--- config.mk ---
export PLATFORM = sky130hd
export DESIGN_NAME = icnt_trigger
export DESIGN_NICKNAME = d
export VERILOG_FILES = /design/src/rtl/icnt_pkg.sv /design/src/rtl/icnt_priv_gate.sv /design/src/rtl/icnt_counter.sv /design/src/rtl/icnt_fsm.sv /design/src/rtl/icnt_trigger.sv
export SDC_FILE = /design/constraint.sdc
export NUM_CORES = 1
export LEC_CHECK = 0
export BUFFER_PORTS_ARGS = -buffer_cell sky130_fd_sc_hd__clkbuf_2
export CAP_MARGIN = 20
export CORE_ASPECT_RATIO = 0.8
export CORE_MARGIN = 2
export CORE_UTILIZATION = 49
export DETAILED_ROUTE_END_ITERATION = 7
export MAX_ROUTING_LAYER = met4
export PLACE_DENSITY_LB_ADDON = 0.3
export REMOVE_ABC_BUFFERS = 1
export SETUP_SLACK_MARGIN = 0.4
export SLEW_MARGIN = 20
export SYNTH_ARGS = -nofsm -noshare
export SYNTH_HDL_FRONTEND = slang
export SYNTH_SLANG_ARGS = --single-unit
--- constraint.sdc ---
create_clock -name clk -period 5.8 [get_ports clk]
set_input_delay 1.74 -clock clk [delete_from_list [all_inputs] [get_ports clk]]
set_output_delay 1.74 -clock clk [all_outputs]
set_load 0.03 [all_outputs]
--- src/rtl/icnt_pkg.sv ---
package icnt_pkg;

    localparam int DATA_W    = 32;
    localparam int CNT_WIDTH = 14;
    localparam int CNT_POS   = 10;
    localparam int TYPE_POS  = 28;
    localparam int TYPE_W    = 4;
    localparam logic [TYPE_W-1:0] TYPE_ICOUNT = 4'd3;

    localparam int BIT_U  = 6;
    localparam int BIT_S  = 7;
    localparam int BIT_M  = 9;
    localparam int BIT_VU = 25;
    localparam int BIT_VS = 26;

    typedef enum logic [1:0] {
        PRIV_USER    = 2'd0,
        PRIV_SUPER   = 2'd1,
        PRIV_RSVD    = 2'd2,
        PRIV_MACHINE = 2'd3
    } priv_e;

    typedef struct packed {
        logic vs;
        logic vu;
        logic m;
        logic s;
        logic u;
    } mode_en_t;

    typedef enum logic [1:0] {
        ST_DISARMED = 2'd0,
        ST_COUNTING = 2'd1,
        ST_FIRE     = 2'd2
    } state_e;

endpackage

--- src/rtl/icnt_priv_gate.sv ---
module icnt_priv_gate
    import icnt_pkg::*;
(
    input  mode_en_t   en,
    input  logic [1:0] priv,
    input  logic       virt,
    output logic       allow
);

    priv_e level;

    always_comb begin
        level = priv_e'(priv);
        allow = 1'b0;
        if (virt) begin
            unique case (level)
                PRIV_USER:  allow = en.vu;
                PRIV_SUPER: allow = en.vs;
                default:    allow = 1'b0;
            endcase
        end else begin
            unique case (level)
                PRIV_USER:    allow = en.u;
                PRIV_SUPER:   allow = en.s;
                PRIV_MACHINE: allow = en.m;
                default:      allow = 1'b0;
            endcase
        end
    end

endmodule

--- src/rtl/icnt_counter.sv ---
module icnt_counter #(
    parameter int CNT_W = 14
) (
    input  logic             clk,
    input  logic             rst_n,
    input  logic             load,
    input  logic [CNT_W-1:0] load_val,
    input  logic             dec,
    output logic [CNT_W-1:0] cnt,
    output logic             is_one
);

    localparam logic [CNT_W-1:0] ONE = CNT_W'(1);

    always_ff @(posedge clk or negedge rst_n) begin
        if (!rst_n) begin
            cnt <= '0;
        end else if (load) begin
            cnt <= load_val;
        end else if (dec && (cnt != '0)) begin
            cnt <= cnt - ONE;
        end
    end

    assign is_one = (cnt == ONE);

endmodule

--- src/rtl/icnt_fsm.sv ---
module icnt_fsm
    import icnt_pkg::*;
(
    input  logic clk,
    input  logic rst_n,
    input  logic load,
    input  logic load_nz,
    input  logic step,
    input  logic is_one,
    output logic dec,
    output logic fire
);

    state_e state, state_nx;

    always_ff @(posedge clk or negedge rst_n) begin
        if (!rst_n) begin
            state <= ST_DISARMED;
        end else begin
            state <= state_nx;
        end
    end

    always_comb begin
        state_nx = state;
        unique case (state)
            ST_DISARMED: begin
                if (load && load_nz) state_nx = ST_COUNTING;
            end
            ST_COUNTING: begin
                if (load)                  state_nx = load_nz ? ST_COUNTING : ST_DISARMED;
                else if (step && is_one)   state_nx = ST_FIRE;
            end
            ST_FIRE: begin
                state_nx = (load && load_nz) ? ST_COUNTING : ST_DISARMED;
            end
            default: state_nx = ST_DISARMED;
        endcase
    end

    always_comb begin
        dec  = 1'b0;
        fire = 1'b0;
        unique case (state)
            ST_DISARMED: ;
            ST_COUNTING: dec  = step && !load;
            ST_FIRE:     fire = 1'b1;
            default: ;
        endcase
    end

endmodule

--- src/rtl/icnt_trigger.sv ---
module icnt_trigger
    import icnt_pkg::*;
#(
    parameter int XLEN    = DATA_W,
    parameter int CNT_W   = CNT_WIDTH,
    parameter int CNT_LSB = CNT_POS
) (
    input  logic            clk,
    input  logic            rst_n,
    input  logic            cfg_wr,
    input  logic [XLEN-1:0] cfg_wdata,
    output logic [XLEN-1:0] cfg_rdata,
    input  logic            retire,
    input  logic [1:0]      priv,
    input  logic            virt,
    output logic            brk_fire
);

    localparam int CNT_MSB = CNT_LSB + CNT_W - 1;

    mode_en_t          mode_en;
    logic              priv_ok;
    logic [CNT_W-1:0]  cnt;
    logic              cnt_one;
    logic              do_dec;
    logic              load_nz;

    always_ff @(posedge clk or negedge rst_n) begin
        if (!rst_n) begin
            mode_en <= '0;
        end else if (cfg_wr) begin
            mode_en.u  <= cfg_wdata[BIT_U];
            mode_en.s  <= cfg_wdata[BIT_S];
            mode_en.m  <= cfg_wdata[BIT_M];
            mode_en.vu <= cfg_wdata[BIT_VU];
            mode_en.vs <= cfg_wdata[BIT_VS];
        end
    end

    assign load_nz = |cfg_wdata[CNT_MSB:CNT_LSB];

    icnt_priv_gate u_gate (
        .en    (mode_en),
        .priv  (priv),
        .virt  (virt),
        .allow (priv_ok)
    );

    icnt_counter #(.CNT_W(CNT_W)) u_cnt (
        .clk      (clk),
        .rst_n    (rst_n),
        .load     (cfg_wr),
        .load_val (cfg_wdata[CNT_MSB:CNT_LSB]),
        .dec      (do_dec),
        .cnt      (cnt),
        .is_one   (cnt_one)
    );

    icnt_fsm u_fsm (
        .clk     (clk),
        .rst_n   (rst_n),
        .load    (cfg_wr),
        .load_nz (load_nz),
        .step    (retire && priv_ok),
        .is_one  (cnt_one),
        .dec     (do_dec),
        .fire    (brk_fire)
    );

    always_comb begin
        cfg_rdata                           = '0;
        cfg_rdata[TYPE_POS +: TYPE_W]       = TYPE_ICOUNT;
        cfg_rdata[BIT_U]                    = mode_en.u;
        cfg_rdata[BIT_S]                    = mode_en.s;
        cfg_rdata[BIT_M]                    = mode_en.m;
        cfg_rdata[BIT_VU]                   = mode_en.vu;
        cfg_rdata[BIT_VS]                   = mode_en.vs;
        cfg_rdata[CNT_MSB:CNT_LSB]          = cnt;
    end

endmodule

==> out/results.ini, run 1 <==
[route]
via_per_inst = 6.16
postRouteWirelength_um = 3900
drtIter0Drc = 131
via_count = 1516
first_pass_detailed_route_iteration_total = 5
route.antenna.remaining_nets = 0
route.detailed.drc = 0
detail_route.wl_per_cell_um = 15.8

[layout]
commonest_cells_after_routing_fill_and_taps_aside = sky130_fd_sc_hd__clkbuf_2 (45), sky130_fd_sc_hd__dfrtp_1 (21), sky130_fd_sc_hd__nor2_1 (14)
layout_commonest_cell = sky130_fd_sc_hd__clkbuf_2
antenna_cells = 0
area_growth_pct = 16.0
share_of_post_route_cells_with_drive_strength_above_1_pct = 27.9
final_nets = 251

[place]
place.port_buffers = 45
gp_congestion = 0.918
hpwlAfterDp_um = 2890
pre_cts_slack_ns = 2.31

[floorplanning]
fp.coreArea_um2 = 2810
num_rows = 17
floorplan.die.width_um = 65.4
floorplan.die_area_um2 = 3480
io_pins = 72
floorplan.die.height_um = 53.1
floorplan.initialDensity_pct = 52.7

[yosys]
synthFlopType = sky130_fd_sc_hd__dfrtp_1
synthesis.yosys.warnings = 0
post_synth_main_area_contributors = sky130_fd_sc_hd__dfrtp_1 (36%), sky130_fd_sc_hd__buf_4 (6.6%), sky130_fd_sc_hd__mux2_2 (3.8%), sky130_fd_sc_hd__nor4_1 (3.8%), sky130_fd_sc_hd__nor2_1 (3.6%)
synth_cells = 166
yosys_register_bits = 21
post_synthesis_cell_area_um2 = 1480
post_synth_edffs = 0
post-synth-top-area-cell = sky130_fd_sc_hd__dfrtp_1
synth_top_area_share_pct = 35.5
async_flop_share_pct = 100
share_of_the_yosys_chip_area_belonging_to_registers_pct = 35.5
post_synth_num_cell_types = 46
syn_avg_cell_area_um2 = 8.91

[sta]
setup_total_negative_slack_ns = 0
finalCriticalPeriod_ns = 3.23
setup_viol_count_final = 0
relSlewSlack_pct = 61.9
setup_ws_ns = 2.57
clock.fmax_ghz = 0.310
final.setup_skew_ns = 0.00240
final_hold_viol_count = 0
final-max-slew-violation-count = 0
rsz0062_at_grt = no
tightest_slew_ns = 0.567
layout_worst_path_cycle_share_pct = 55.6

[min_path]
hold_class = register to register
hold_startpoint = cfg_rdata[25]
hold-path-endpoint = cfg_rdata[25]
worst_hold_path.num_cells = 1

[grt]
grt.overflow.total = 0
groute.layer.met2.usage_pct = 43.0
grt_pass1_vias = 1353
gr_util_met1_pct = 31.8
grt_usage_pct = 25.5
met3_usage_in_global_routing_pct = 5.32
wire_length_of_the_first_global_routing_pass_um = 6420
grt_max_degree = 25
globalRoute.busiestLayer = met2
antenna_found_initial = 0

[clock_network]
cts_resized = 0
numCtsBuffers = 3
cts_root_buf = sky130_fd_sc_hd__clkbuf_8
cts.hold.buffers_added = 0
clockBufferDepth = 2
cts-htree-levels = 1
clock_tree_from_tritoncts = built
cts.clk_slew.worst_paths_ns = 0.07
post_cts_buffers = 0
clock_sinks = 21
worst_skew_pair_later_pin_latency_ns = 0.26

[worst_setup_path]
slack_of_the_worst_reg_to_reg_path_ns = 3.49
start_kind = primary input
critPathCaptureType = register
r2r_end = u_cnt.cnt[10]
timing.setup.critical_path_class = primary input to register
worst_r2r_startpoint = u_cnt.cnt[0]
critical_path_required_ns = 5.95
cell_count_of_the_worst_reg_to_reg_path = 7
cp_arrival_ns = 3.38
critical_path_peak_fanout = 20

[power_and_ir_drop]
powerDensity_nw_per_um2 = 231
power.leakage_nw = 0.758
max-vdd-ir-drop_mv = 0.172

[run]
max_cap_check_violation_count = 0

[outcome]
status = finished clean

-- cell families after synthesis --
logic type / after synthesis / synth area share, %
AND/OR/NAND/NOR: 69 / 26.3
AO/OA/AOI/OAI: 37 / 19.5
buffers and inverters: 28 / 11.1
flip-flops: 21 / 35.5
multiplexers: 6 / 4.57
adder cells (fa/ha/maj): 3 / 2.54
other: 2 / 0.508
-- report_power, final --
group	leakage (nW)	switching [W]	internal, W
Sequential	0.246	0.0000194	0.000160
Combinational	0.489	0.0000841	0.0000377
Clock	0.0228	0.0000468	0.0000489
-- worst max path at each step --
stage,startpoint,to,slack (ns),depth (start not counted)
5_1_grt,priv[0],u_cnt.cnt[1],2.46,7
3_3_place_gp,priv[0],u_cnt.cnt[1],2.42,7
2_1_floorplan,priv[1],u_cnt.cnt[1],2.37,5
4_1_cts,priv[0],u_cnt.cnt[1],2.58,7
6_report,priv[0],u_cnt.cnt[1],2.57,7
3_5_place_dp,priv[0],u_cnt.cnt[1],2.31,7
-- metrics by stage --
stage	power, W	util (%)	cells	area (um2)	hold slack [ns]
floorplan	0.000257	-	158	1390	0.537
global placement	0.000298	59.5	242	1670	0.515
detailed placement	0.000302	59.5	242	1670	0.529
CTS	0.000398	61.1	246	1720	0.546
global route	0.000419	61.1	246	1720	0.562
finish	0.000397	61.1	246	1720	0.542
-- state kept, by name, summed over array words and instances, names as in the netlist --
signal       cells
cfg_rdata        5
u_cnt.cnt       14
u_fsm.state      2
-- critical path, cell delays in order --
cell,delay (ns)
sky130_fd_sc_hd__clkbuf_2,0.12
sky130_fd_sc_hd__mux2_1,0.32
sky130_fd_sc_hd__or3_1,0.33
sky130_fd_sc_hd__o211ai_1,0.11
sky130_fd_sc_hd__buf_4,0.27
sky130_fd_sc_hd__nor2_1,0.15
sky130_fd_sc_hd__a221oi_1,0.33
-- per-layer routing --
layer	wire length (um)	part of all wire (%)
met2	1830	47
met4	25	0.64
met5	0	0
met3	363	9.3
met1	1680	43
-- synthesized netlist by cell type, types with 3 or more instances --
cell,count
sky130_fd_sc_hd__nand2_1,11
sky130_fd_sc_hd__nand2b_1,3
sky130_fd_sc_hd__or3_1,6
sky130_fd_sc_hd__clkbuf_1,3
sky130_fd_sc_hd__dfrtp_1,21
sky130_fd_sc_hd__nor2_1,14
sky130_fd_sc_hd__o31ai_1,6
sky130_fd_sc_hd__nor3_1,5
sky130_fd_sc_hd__or4_1,5
sky130_fd_sc_hd__a21oi_1,4
sky130_fd_sc_hd__nor4_1,9
sky130_fd_sc_hd__buf_4,13
sky130_fd_sc_hd__mux2_2,5
sky130_fd_sc_hd__a31oi_1,4
sky130_fd_sc_hd__ha_1,3
sky130_fd_sc_hd__inv_1,9
sky130_fd_sc_hd__o211ai_1,5
sky130_fd_sc_hd__nand3_1,6
-- final cells by class --
| cell class | count | area (um2) |
|---|---|---|
| flip-flops and latches | 21 | 526 |
| clock buffers | 4 | 45.0 |
| multi-input cells | 128 | 831 |
| well taps | 38 | 47.5 |
| inverters | 9 | 33.8 |
| fillers | 285 | 1090 |
| repair buffers | 46 | 233 |
Power figures use the tool's default switching activity.
==> inputs of run 2 (changes only) <==
--- a/config.mk
+++ b/config.mk
@@ -5,11 +5,12 @@
 export SDC_FILE = /design/constraint.sdc
 export NUM_CORES = 1
 export LEC_CHECK = 0
+export ABC_AREA = 1
 export BUFFER_PORTS_ARGS = -buffer_cell sky130_fd_sc_hd__clkbuf_2
 export CAP_MARGIN = 20
 export CORE_ASPECT_RATIO = 0.8
 export CORE_MARGIN = 2
-export CORE_UTILIZATION = 49
+export CORE_UTILIZATION = 43
 export DETAILED_ROUTE_END_ITERATION = 7
 export MAX_ROUTING_LAYER = met4
 export PLACE_DENSITY_LB_ADDON = 0.3
==> constraint.sdc (replaced) <==
create_clock -name clk -period 2.8 [get_ports clk]
set_input_delay 0.84 -clock clk [delete_from_list [all_inputs] [get_ports clk]]
set_output_delay 0.84 -clock clk [all_outputs]
set_load 0.03 [all_outputs]
==> run 2 against run 1 <==
Net effect: critical path type is now register to output port; worst hold slack got worse by 0.012 ns; sequential share of layout area shrank 2.2 points; register-to-register slack lost 2.3 ns; first-iteration DRC count decreased by 23%; die area up 23%; clock-buffer cell count unchanged; via count increased by 3.3%; utilization fell by 8.5 points.
==> out/results.ini, run 2 <==
[worst_setup_path]
start_kind = register
cp_arrival_ns = 1.02
timing.setup.critical_path_class = register to output port
worstPathBufferInverterCount = 1
critical_path_peak_fanout = 7
cp_slowest_cell = sky130_fd_sc_hd__dfrtp_1
timing.critical_path.slowest_cell_delay_ns = 0.50
critPathTopFamily = flip-flops
critPathCaptureType = output port
critical_path.cell_chain = clkbuf_2
critical_path_required_ns = 1.96

[floorplanning]
fp.coreArea_um2 = 3520
floorplan.die.height_um = 58.9
floorplan.die_area_um2 = 4270
floorplan.initialDensity_pct = 46.0
num_rows = 19
io_pins = 72
floorplan.die.width_um = 72.6

[route]
route.antenna.remaining_nets = 0
via_per_inst = 4.75
detail_route.wl_per_cell_um = 11.1
route.detailed.drc = 0
postRouteWirelength_um = 3660
drtIter0Drc = 101
via_count = 1566
first_pass_detailed_route_iteration_total = 4

[power_and_ir_drop]
powerDensity_nw_per_um2 = 542
max-vdd-ir-drop_mv = 0.262
power.leakage_nw = 1.06

[yosys]
synth_top_area_share_pct = 32.5
syn_avg_cell_area_um2 = 6.55
yosys_register_bits = 21
post_synth_main_area_contributors = sky130_fd_sc_hd__dfrtp_1 (32%), sky130_fd_sc_hd__nand2_1 (21%), sky130_fd_sc_hd__nand3_1 (9.9%), sky130_fd_sc_hd__buf_4 (7.0%), sky130_fd_sc_hd__nor2_1 (6.0%)
synth_cells = 247
share_of_the_yosys_chip_area_belonging_to_registers_pct = 32.5
leading_cell_type_by_number_of_instances_after_synthesis = sky130_fd_sc_hd__nand2_1
yosys-top-cells-count = sky130_fd_sc_hd__nand2_1 (90), sky130_fd_sc_hd__nand3_1 (32), sky130_fd_sc_hd__nor2_1 (26)
post_synth_edffs = 0
async_flop_share_pct = 100
synthesis.yosys.warnings = 0
post_synth_num_cell_types = 26
synthFlopType = sky130_fd_sc_hd__dfrtp_1
post_synthesis_cell_area_um2 = 1620
post-synth-top-area-cell = sky130_fd_sc_hd__dfrtp_1

[clock_network]
worst_skew_pair_later_pin_latency_ns = 0.26
cts.hold.buffers_added = 0
post_cts_buffers = 0
cts-htree-levels = 1
clock_sinks = 21
numCtsBuffers = 3
cts_root_buf = sky130_fd_sc_hd__clkbuf_8
cts_resized = 0
cts.clk_slew.worst_paths_ns = 0.08
clock_tree_from_tritoncts = built
clockBufferDepth = 2

[grt]
grt_usage_pct = 19.2
grt.overflow.total = 0
wire_length_of_the_first_global_routing_pass_um = 6280
grt_pass1_vias = 1437
grt_max_degree = 29
antenna_found_initial = 0

[sta]
final-max-slew-violation-count = 0
setup_viol_count_final = 0
setup_ws_ns = 0.941
relSlewSlack_pct = 63.6
finalCriticalPeriod_ns = 1.86
layout_worst_path_cycle_share_pct = 66.4
final.setup_skew_ns = 0.00537
final_hold_viol_count = 0
setup_total_negative_slack_ns = 0
tightest_slew_ns = 0.545
clock.fmax_ghz = 0.538
rsz0062_at_grt = no

[layout]
layout_commonest_cell = sky130_fd_sc_hd__nand2_1
final_nets = 331
commonest_cells_after_routing_fill_and_taps_aside = sky130_fd_sc_hd__nand2_1 (90), sky130_fd_sc_hd__clkbuf_2 (45), sky130_fd_sc_hd__nand3_1 (32)
largest_register_ff_count = 14
antenna_cells = 0
largest-register = u_cnt.cnt
final_util_pct = 52.6
area_growth_pct = 14.4
share_of_post_route_cells_with_drive_strength_above_1_pct = 20.8

[place]
hpwlAfterDp_um = 2820
pre_cts_slack_ns = 0.669
gp_congestion = 0.887
place.port_buffers = 45

[run]
max_cap_check_violation_count = 0

[outcome]
status = finished clean

[min_path]
hold_class = register to register

[run 2: cell count changes after synthesis, moves of 6 or more]
cell / delta
sky130_fd_sc_hd__o31ai_1: -6
sky130_fd_sc_hd__inv_1: +14
sky130_fd_sc_hd__or3_1: -6
sky130_fd_sc_hd__nand3_1: +26
sky130_fd_sc_hd__nor4_1: -9
sky130_fd_sc_hd__o21ai_0: +9
sky130_fd_sc_hd__nor2_1: +12
sky130_fd_sc_hd__nand2_1: +79
[run 2: layout make-up]
class | count | area (um2)
multi-input combinational | 193 | 901
tap | 42 | 52.6
clock buffer | 4 | 45.0
sequential | 21 | 526
inverter | 23 | 86.3
timing repair buffer | 47 | 240
fill | 358 | 1670
[run 2: worst paths after layout]
path                                    from       endpoint  slack (ns)  cells after the start
worst max-delay path            u_cnt.cnt[4]  cfg_rdata[14]        0.94                      1
worst min-delay path            cfg_rdata[9]   cfg_rdata[9]        0.53                      2
worst max register to register  u_cnt.cnt[0]  u_cnt.cnt[12]        1.15                      9
worst min register to register  cfg_rdata[9]   cfg_rdata[9]        0.53                      2
max in group asynchronous              rst_n   u_cnt.cnt[8]        1.89                      1
min in group asynchronous              rst_n   u_cnt.cnt[0]        0.54                      1
[run 2: where the power goes]
part           switching (W)  internal (W)  leakage [nW]
Sequential         0.0000594      0.000343         0.260
Combinational       0.000274      0.000123         0.780
Clock               0.000101      0.000101        0.0228
[run 2: routing by layer]
metal  up-vias  GRT usage [%]  part of all wire [%]
met4         0           3.44                  0.57
met5         -              -                     0
li1        824              -                     -
met2        41           27.8                    41
met1       697           27.9                    53
met3         4           3.94                   5.6
[run 2: kinds of logic (layout without fill, tap and decap cells)]
kind of cell / count (synthesis) / after routing / synth area share (%)
simple gates: 159 / 159 / 42.6
other cells: 2 / 13 / 0.464
flops: 21 / 21 / 32.5
fa+ha+maj: 3 / 3 / 2.32
compound gates: 14 / 14 / 5.57
buf+inv: 44 / 74 / 14.4
xor+xnor: 4 / 4 / 2.17
[run 2: through the flow]
step | hold slack, ns | instance area [um2] | std cells | power [W]
global placement | 0.507 | 1810 | 326 | 0.000798
CTS | 0.528 | 1850 | 330 | 0.00101
global route | 0.583 | 1850 | 330 | 0.00107
detailed placement | 0.509 | 1810 | 326 | 0.000806
floorplan | 0.538 | 1510 | 237 | 0.000684
finish | 0.530 | 1850 | 330 | 0.00100
[run 2: worst reg2reg max path: cells and delay by family, from the launching register on]
family	cells	cell delay [ns]
adders and majority gates	1	0.27
buffers and inverters	1	0.10
DFF	1	0.45
and+or+nand+nor	7	0.73
